===== config.mk =====
export PLATFORM = sky130hd
export DESIGN_NAME = sr_receiver
export DESIGN_NICKNAME = d
export VERILOG_FILES = /design/src/rtl/sr_rx_pkg.sv /design/src/rtl/sr_rx_sync.sv /design/src/rtl/sr_rx_timer.sv /design/src/rtl/sr_rx_parity.sv /design/src/rtl/sr_receiver.sv
export SDC_FILE = /design/constraint.sdc
export NUM_CORES = 1
export LEC_CHECK = 0
export ABC_AREA = 1
export BUFFER_PORTS_ARGS = -buffer_cell sky130_fd_sc_hd__buf_2
export CORE_ASPECT_RATIO = 1.1
export CORE_MARGIN = 3
export CORE_UTILIZATION = 50
export DETAILED_ROUTE_END_ITERATION = 7
export GPL_ROUTABILITY_DRIVEN = 0
export HOLD_SLACK_MARGIN = 0.08
export PLACE_DENSITY = 0.69
export SLEW_MARGIN = 20
export SYNTH_ARGS = -nofsm -noshare
export SYNTH_HDL_FRONTEND = slang
export SYNTH_SLANG_ARGS = --single-unit
export TNS_END_PERCENT = 20

===== constraint.sdc =====
create_clock -name clk -period 5.05 [get_ports clk]
set_input_delay 0.2525 -clock clk [delete_from_list [all_inputs] [get_ports clk]]
set_output_delay 0.2525 -clock clk [all_outputs]
set_load 0.01 [all_outputs]

===== src/rtl/sr_rx_pkg.sv =====
// Shared types for the serial word receiver.
// Assumes payload lengths 5..8 selected by a 2-bit code.
package sr_rx_pkg;

    typedef enum logic [2:0] {
        ST_IDLE,
        ST_START,
        ST_DATA,
        ST_PAR,
        ST_STOP1,
        ST_STOP2
    } rx_state_t;

    typedef enum logic [1:0] {
        PAR_NONE = 2'd0,
        PAR_EVEN = 2'd1,
        PAR_ODD  = 2'd2,
        PAR_OFF  = 2'd3
    } par_mode_t;

    localparam int MIN_BITS = 5;

    // Payload length in bits for a length code.
    function automatic logic [3:0] len_bits(input logic [1:0] code);
        return 4'(MIN_BITS) + {2'b00, code};
    endfunction

endpackage


===== src/rtl/sr_rx_sync.sv =====
// Input synchronizer and falling-edge detector for the serial line.
// Assumes line_i is asynchronous; the chain resets to the idle level (1).
module sr_rx_sync #(
    parameter int STAGES = 2
) (
    input  logic clk,
    input  logic rst_n,
    input  logic line_i,
    output logic level_o,
    output logic fall_o
);
    logic [STAGES-1:0] chain;
    logic              prev;

    // Shift the raw line through the flip-flop chain.
    always_ff @(posedge clk) begin
        if (!rst_n) chain <= '1;
        else        chain <= {chain[STAGES-2:0], line_i};
    end

    // Keep the previous synchronized level for edge detection.
    always_ff @(posedge clk) begin
        if (!rst_n) prev <= 1'b1;
        else        prev <= chain[STAGES-1];
    end

    assign level_o = chain[STAGES-1];
    assign fall_o  = prev & ~chain[STAGES-1];
endmodule


===== src/rtl/sr_rx_timer.sv =====
// Bit-period cycle counter. Hit is high when the count equals limit_i.
// Assumes limit_i is stable between restarts; restart holds the count at 0.
module sr_rx_timer #(
    parameter int W = 16
) (
    input  logic         clk,
    input  logic         rst_n,
    input  logic         restart_i,
    input  logic [W-1:0] limit_i,
    output logic         hit_o
);
    logic [W-1:0] cnt;

    assign hit_o = (cnt == limit_i);

    // Count cycles, wrapping to zero on a hit or a restart.
    always_ff @(posedge clk) begin
        if (!rst_n)                 cnt <= '0;
        else if (restart_i | hit_o) cnt <= '0;
        else                        cnt <= cnt + 1'b1;
    end
endmodule


===== src/rtl/sr_rx_parity.sv =====
// Parity comparison for a received word.
// Assumes unused upper word bits are zero so they do not affect the sum.
module sr_rx_parity #(
    parameter int W = 8
) (
    input  logic [W-1:0] word_i,
    input  logic         pbit_i,
    input  logic [1:0]   mode_i,
    output logic         enabled_o,
    output logic         mismatch_o
);
    import sr_rx_pkg::*;

    logic want_odd;

    // Decode the mode and compare the total count of ones.
    always_comb begin
        enabled_o  = (mode_i == PAR_EVEN) || (mode_i == PAR_ODD);
        want_odd   = (mode_i == PAR_ODD);
        mismatch_o = enabled_o && ((^word_i ^ pbit_i) != want_odd);
    end
endmodule


===== src/rtl/sr_receiver.sv =====
// Serial word receiver with centred sampling, parity and framing checks.
// Assumes divisor >= 4 and configuration inputs stable during a frame.
module sr_receiver #(
    parameter int DIV_W    = 16,
    parameter int MAX_BITS = 8,
    parameter int SYNC_N   = 2
) (
    input  logic             clk,
    input  logic             rst_n,
    input  logic             line_i,
    input  logic [1:0]       cfg_len,
    input  logic [1:0]       cfg_par,
    input  logic             cfg_two_stop,
    input  logic [DIV_W-1:0] divisor,
    output logic [7:0]       word_o,
    output logic             word_vld_o,
    output logic             par_err_o,
    output logic             frm_err_o
);
    import sr_rx_pkg::*;

    localparam int IDX_W = $clog2(MAX_BITS);

    rx_state_t            state;
    logic [IDX_W-1:0]     idx;
    logic [MAX_BITS-1:0]  shift;
    logic                 par_bit;
    logic                 stop_bad;
    logic                 line_s;
    logic                 fall;
    logic                 hit;
    logic [DIV_W-1:0]     limit;
    logic [3:0]           nbits;
    logic                 last_bit;
    logic                 par_on;
    logic                 par_mis;
    logic                 frame_end;
    logic                 end_bad;

    sr_rx_sync #(.STAGES(SYNC_N)) u_sync (
        .clk     (clk),
        .rst_n   (rst_n),
        .line_i  (line_i),
        .level_o (line_s),
        .fall_o  (fall)
    );

    sr_rx_timer #(.W(DIV_W)) u_timer (
        .clk       (clk),
        .rst_n     (rst_n),
        .restart_i (state == ST_IDLE),
        .limit_i   (limit),
        .hit_o     (hit)
    );

    sr_rx_parity #(.W(MAX_BITS)) u_par (
        .word_i     (shift),
        .pbit_i     (par_bit),
        .mode_i     (cfg_par),
        .enabled_o  (par_on),
        .mismatch_o (par_mis)
    );

    // Pick the half-period wait for the start bit, a full period otherwise.
    always_comb begin
        if (state == ST_START) limit = (divisor >> 1) - 1'b1;
        else                   limit = divisor - 1'b1;
    end

    // Decode payload position and the end of a frame.
    always_comb begin
        nbits     = len_bits(cfg_len);
        last_bit  = ({{(4-IDX_W){1'b0}}, idx} == nbits - 4'd1);
        frame_end = hit && (((state == ST_STOP1) && !cfg_two_stop) ||
                            (state == ST_STOP2));
        end_bad   = (state == ST_STOP2) ? (stop_bad | ~line_s) : ~line_s;
    end

    // Frame sequencer: start check, payload, parity, stop bits.
    always_ff @(posedge clk) begin
        if (!rst_n) begin
            state    <= ST_IDLE;
            idx      <= '0;
            shift    <= '0;
            par_bit  <= 1'b0;
            stop_bad <= 1'b0;
        end else begin
            case (state)
                ST_IDLE: begin
                    if (fall) begin
                        state    <= ST_START;
                        idx      <= '0;
                        shift    <= '0;
                        par_bit  <= 1'b0;
                        stop_bad <= 1'b0;
                    end
                end
                ST_START: begin
                    if (hit) state <= line_s ? ST_IDLE : ST_DATA;
                end
                ST_DATA: begin
                    if (hit) begin
                        shift[idx] <= line_s;
                        if (last_bit) state <= par_on ? ST_PAR : ST_STOP1;
                        else          idx   <= idx + 1'b1;
                    end
                end
                ST_PAR: begin
                    if (hit) begin
                        par_bit <= line_s;
                        state   <= ST_STOP1;
                    end
                end
                ST_STOP1: begin
                    if (hit) begin
                        if (cfg_two_stop) begin
                            stop_bad <= ~line_s;
                            state    <= ST_STOP2;
                        end else begin
                            state <= ST_IDLE;
                        end
                    end
                end
                ST_STOP2: begin
                    if (hit) state <= ST_IDLE;
                end
                default: state <= ST_IDLE;
            endcase
        end
    end

    // Result outputs: single-cycle pulses and the held word.
    always_ff @(posedge clk) begin
        if (!rst_n) begin
            word_o     <= '0;
            word_vld_o <= 1'b0;
            par_err_o  <= 1'b0;
            frm_err_o  <= 1'b0;
        end else begin
            word_vld_o <= frame_end && !end_bad;
            frm_err_o  <= frame_end && end_bad;
            par_err_o  <= frame_end && par_mis;
            if (frame_end && !end_bad) word_o <= 8'(shift);
        end
    end
endmodule


==> results.json <==
{
  "yosys.area.top_type": "dfxtp_1",
  "drt_first_iter_violations": 136,
  "rsz0062_at_grt": "no",
  "cp-start-kind": "flip-flop",
  "first_pass_iters": 4,
  "synth_top_area_share_pct": 27.1,
  "rr_startpoint": "state[1]$_SDFFE_PN0P_",
  "die_h_um": 92.5,
  "cts.sinks": 46,
  "die_area_um2": 7820,
  "reg2regPathDepth": 16,
  "setup_viol": 0,
  "synth_common_cells": "nand2_1 (110), inv_1 (67), nor2_1 (54)",
  "hold_path_end": "u_sync.chain[0]$_SDFF_PN1_",
  "synthDistinctLibCells": 43,
  "port_buffers": 34,
  "n_fill_cell": 651,
  "cts_resized": 0,
  "placed_cells": 599,
  "max-slew-margin-rel_pct": 37.9,
  "required_ns": 5.21,
  "ir_drop_v": 0.000181,
  "yosysMostFrequentCell": "nand2_1",
  "dpl_cell_area_um2": 3570,
  "power_density_nw_per_um2": 342,
  "min_period_ns": 3.39,
  "hold_start": "line_i",
  "drv_slew": 0,
  "multi_input_area_um2": 2110,
  "maxCapViolCount": 0,
  "p_seq_share_pct": 32.5,
  "synth_nets": 526,
  "h-tree-depth": 2,
  "ys_warn_count": 0,
  "clkLatencyLatePin_ns": 0.29,
  "p_int_mw": 0.713,
  "n_antenna_cell": 0,
  "synth_edf_count": 0,
  "drive_gt1_share_pct": 20.1,
  "ys_seq_area_share_pct": 27.1,
  "vias": 3053,
  "avgSynthCellArea_um2": 6.82,
  "critPathSlowestCell": "or2_1",
  "max_freq_ghz": 0.295,
  "start_util_pct": 53.3,
  "power_frac_comb_pct": 46.1,
  "fin_skew_ns": 0.00313,
  "overflow": 0,
  "r2r_setup_slack_ns": 1.66,
  "path_clk_slew_ns": 0.08,
  "fin_crit_sh_pct": 67.2,
  "hold_path.class": "input port to flip-flop",
  "core_area_um2": 6380,
  "cts_buffers": 5,
  "ys.flop_type": "dfxtp_1",
  "antenna_found_initial": 0,
  "hpwl_mm": 5.85,
  "grt_start_max_net_pins": 22,
  "synth.area.top_cells": "dfxtp_1 (27%), nand2_1 (12%), inv_1 (7.4%)",
  "slowest_delay_ns": 0.59,
  "routedWlPerCell_um": 12.0,
  "post-route-worst-setup-slack_ns": 1.66,
  "tritoncts": "built",
  "pwr-share-clk_pct": 21.4,
  "cp_data_arrival_time_ns": 3.55,
  "ctsHoldBuffers": 0,
  "cts_setup_buffers": 0,
  "areaGrowthSynthToFinish_pct": 8.36,
  "path_cells": "inv_2 -> nand3_4 -> nand2_2 -> o21ai_2 -> ha_1 -> xor2_1 -> nand2_1 -> nor2_1 -> nand2_1 -> nor2_1 -> nand3_2 -> nor2_2 -> nand2_2 -> o21ai_4 -> or2_1 -> nor3b_1",
  "vias_per_cell": 5.03,
  "switching_share_pct": 43.3,
  "grt_pass1_wl_mm": 12.9,
  "drt-total-wl_mm": 7.28,
  "drc": 0,
  "hold_depth": 2,
  "layout.cells.non_filler": 607,
  "track_usage_pct": 19.7,
  "p_sw_mw": 0.546,
  "fin_area_um2": 3680,
  "ys_ff_latch": 46,
  "preCtsSetupSlack_ns": 1.66,
  "placementRows": 30,
  "async_flop_share_pct": 0,
  "rr_endpoint": "u_timer.cnt[9]$_SDFF_PP0_",
  "io_pins": 35,
  "worst_pin_slew_ns": 0.928,
  "die_w_um": 84.6,
  "crit_type": "flip-flop to flip-flop",
  "status": "finished, final reports clean",
  "hold_viol": 0,
  "grt_pass1_vias": 2909,
  "syn_area_um2": 3400,
  "synth_cells": 498,
  "end_kind": "flip-flop",
  "setup_tns_ns": 0,
  "p_leak_nw": 1.65,
  "cts-root-buf": "clkbuf_8",
  "layout.nets": 554,
  "crit_fanout": 21,
  "cts_buffer_depth": 2,
  "register_area_um2": 921,
  "antenna_left": 0
}
[flip-flops by register name, indices dropped and copies added, names as in the netlist]
signal / flops
par_err_o: 1
u_sync.chain: 2
u_timer.cnt: 16
state: 3
frm_err_o: 1
par_bit: 1
stop_bad: 1
idx: 3
word_vld_o: 1
shift: 8
u_sync.prev: 1
word_o: 8
[final cells by class]
class | instances | area share, %
clock buffers | 6 | 1.97
clock inverters | 2 | 1.02
inverters | 73 | 7.44
multi-input cells | 366 | 57.2
flip-flops and latches | 46 | 25.0
well taps | 80 | 2.72
repair buffers | 34 | 4.62
[layout by cell type (no fill, tap or decap), drive strengths merged, types with 13 or more instances in the layout]
master / count
buf: 34
nand3: 32
nor2: 67
dfxtp: 46
nor3: 14
nand4: 13
xor2: 16
nand2: 137
inv: 72
a21oi: 26
o21ai: 15
[worst max path at each step]
stage,slack (ns),cells past startpoint,start,to
after floorplan,2.42,19,state[1]$_SDFFE_PN0P_,u_timer.cnt[13]$_SDFF_PP0_
after global placement,1.82,16,state[1]$_SDFFE_PN0P_,u_timer.cnt[9]$_SDFF_PP0_
after detailed placement,1.66,15,state[1]$_SDFFE_PN0P_,u_timer.cnt[9]$_SDFF_PP0_
after CTS,1.64,15,state[1]$_SDFFE_PN0P_,u_timer.cnt[9]$_SDFF_PP0_
after global routing,1.29,14,state[1]$_SDFFE_PN0P_,u_timer.cnt[3]$_SDFF_PP0_
final,1.66,16,state[1]$_SDFFE_PN0P_,u_timer.cnt[9]$_SDFF_PP0_
[through the flow]
step / hold slack [ns] / power [mW] / util (%)
2_1_floorplan: 0.359 / 0.911 / -
3_3_place_gp: 0.404 / 0.983 / 56.0
3_5_place_dp: 0.407 / 0.993 / 56.0
4_1_cts: 0.151 / 1.27 / 57.7
5_1_grt: 0.150 / 1.36 / 57.7
6_report: 0.151 / 1.26 / 57.7
[worst max-delay path, delay by kind of cell (launching register included)]
family                   cells  cell delay [ns]
adder cells (fa/ha/maj)      1             0.31
AO/OA/AOI/OAI                2             0.46
buffers and inverters        1             0.14
XOR/XNOR                     1             0.14
flip-flops                   1             0.40
AND/OR/NAND/NOR             11             1.78
[per-layer routing]
metal / track usage [%] / wire, µm
met1: 24.0 / 3250
met2: 35.8 / 3710
met3: 2.94 / 222
met4: 5.54 / 91
met5: 0 / 0
[kinds of logic (layout without fill, tap and decap cells)]
family                     count (synthesis)  after routing  synth area share [%]
adders and majority gates                  4              4                  1.47
xor gates and xnor gates                  23             23                  5.93
AOI/OAI and AO/OA                         62             62                  11.7
and+or+nand+nor                          277            277                  42.9
DFF                                       46             46                  27.1
buffers and inverters                     86            115                  10.9
[power groups by stage]
stage / Combinational, mW / Sequential (mW) / Clock (mW)
after global placement: 0.567 / 0.416 / 0
after CTS: 0.581 / 0.409 / 0.278
final: 0.581 / 0.409 / 0.270
after floorplan: 0.501 / 0.410 / 0
after detailed placement: 0.575 / 0.417 / 0
after global routing: 0.658 / 0.412 / 0.293
Note: power is estimated with default switching activity, not from simulation.
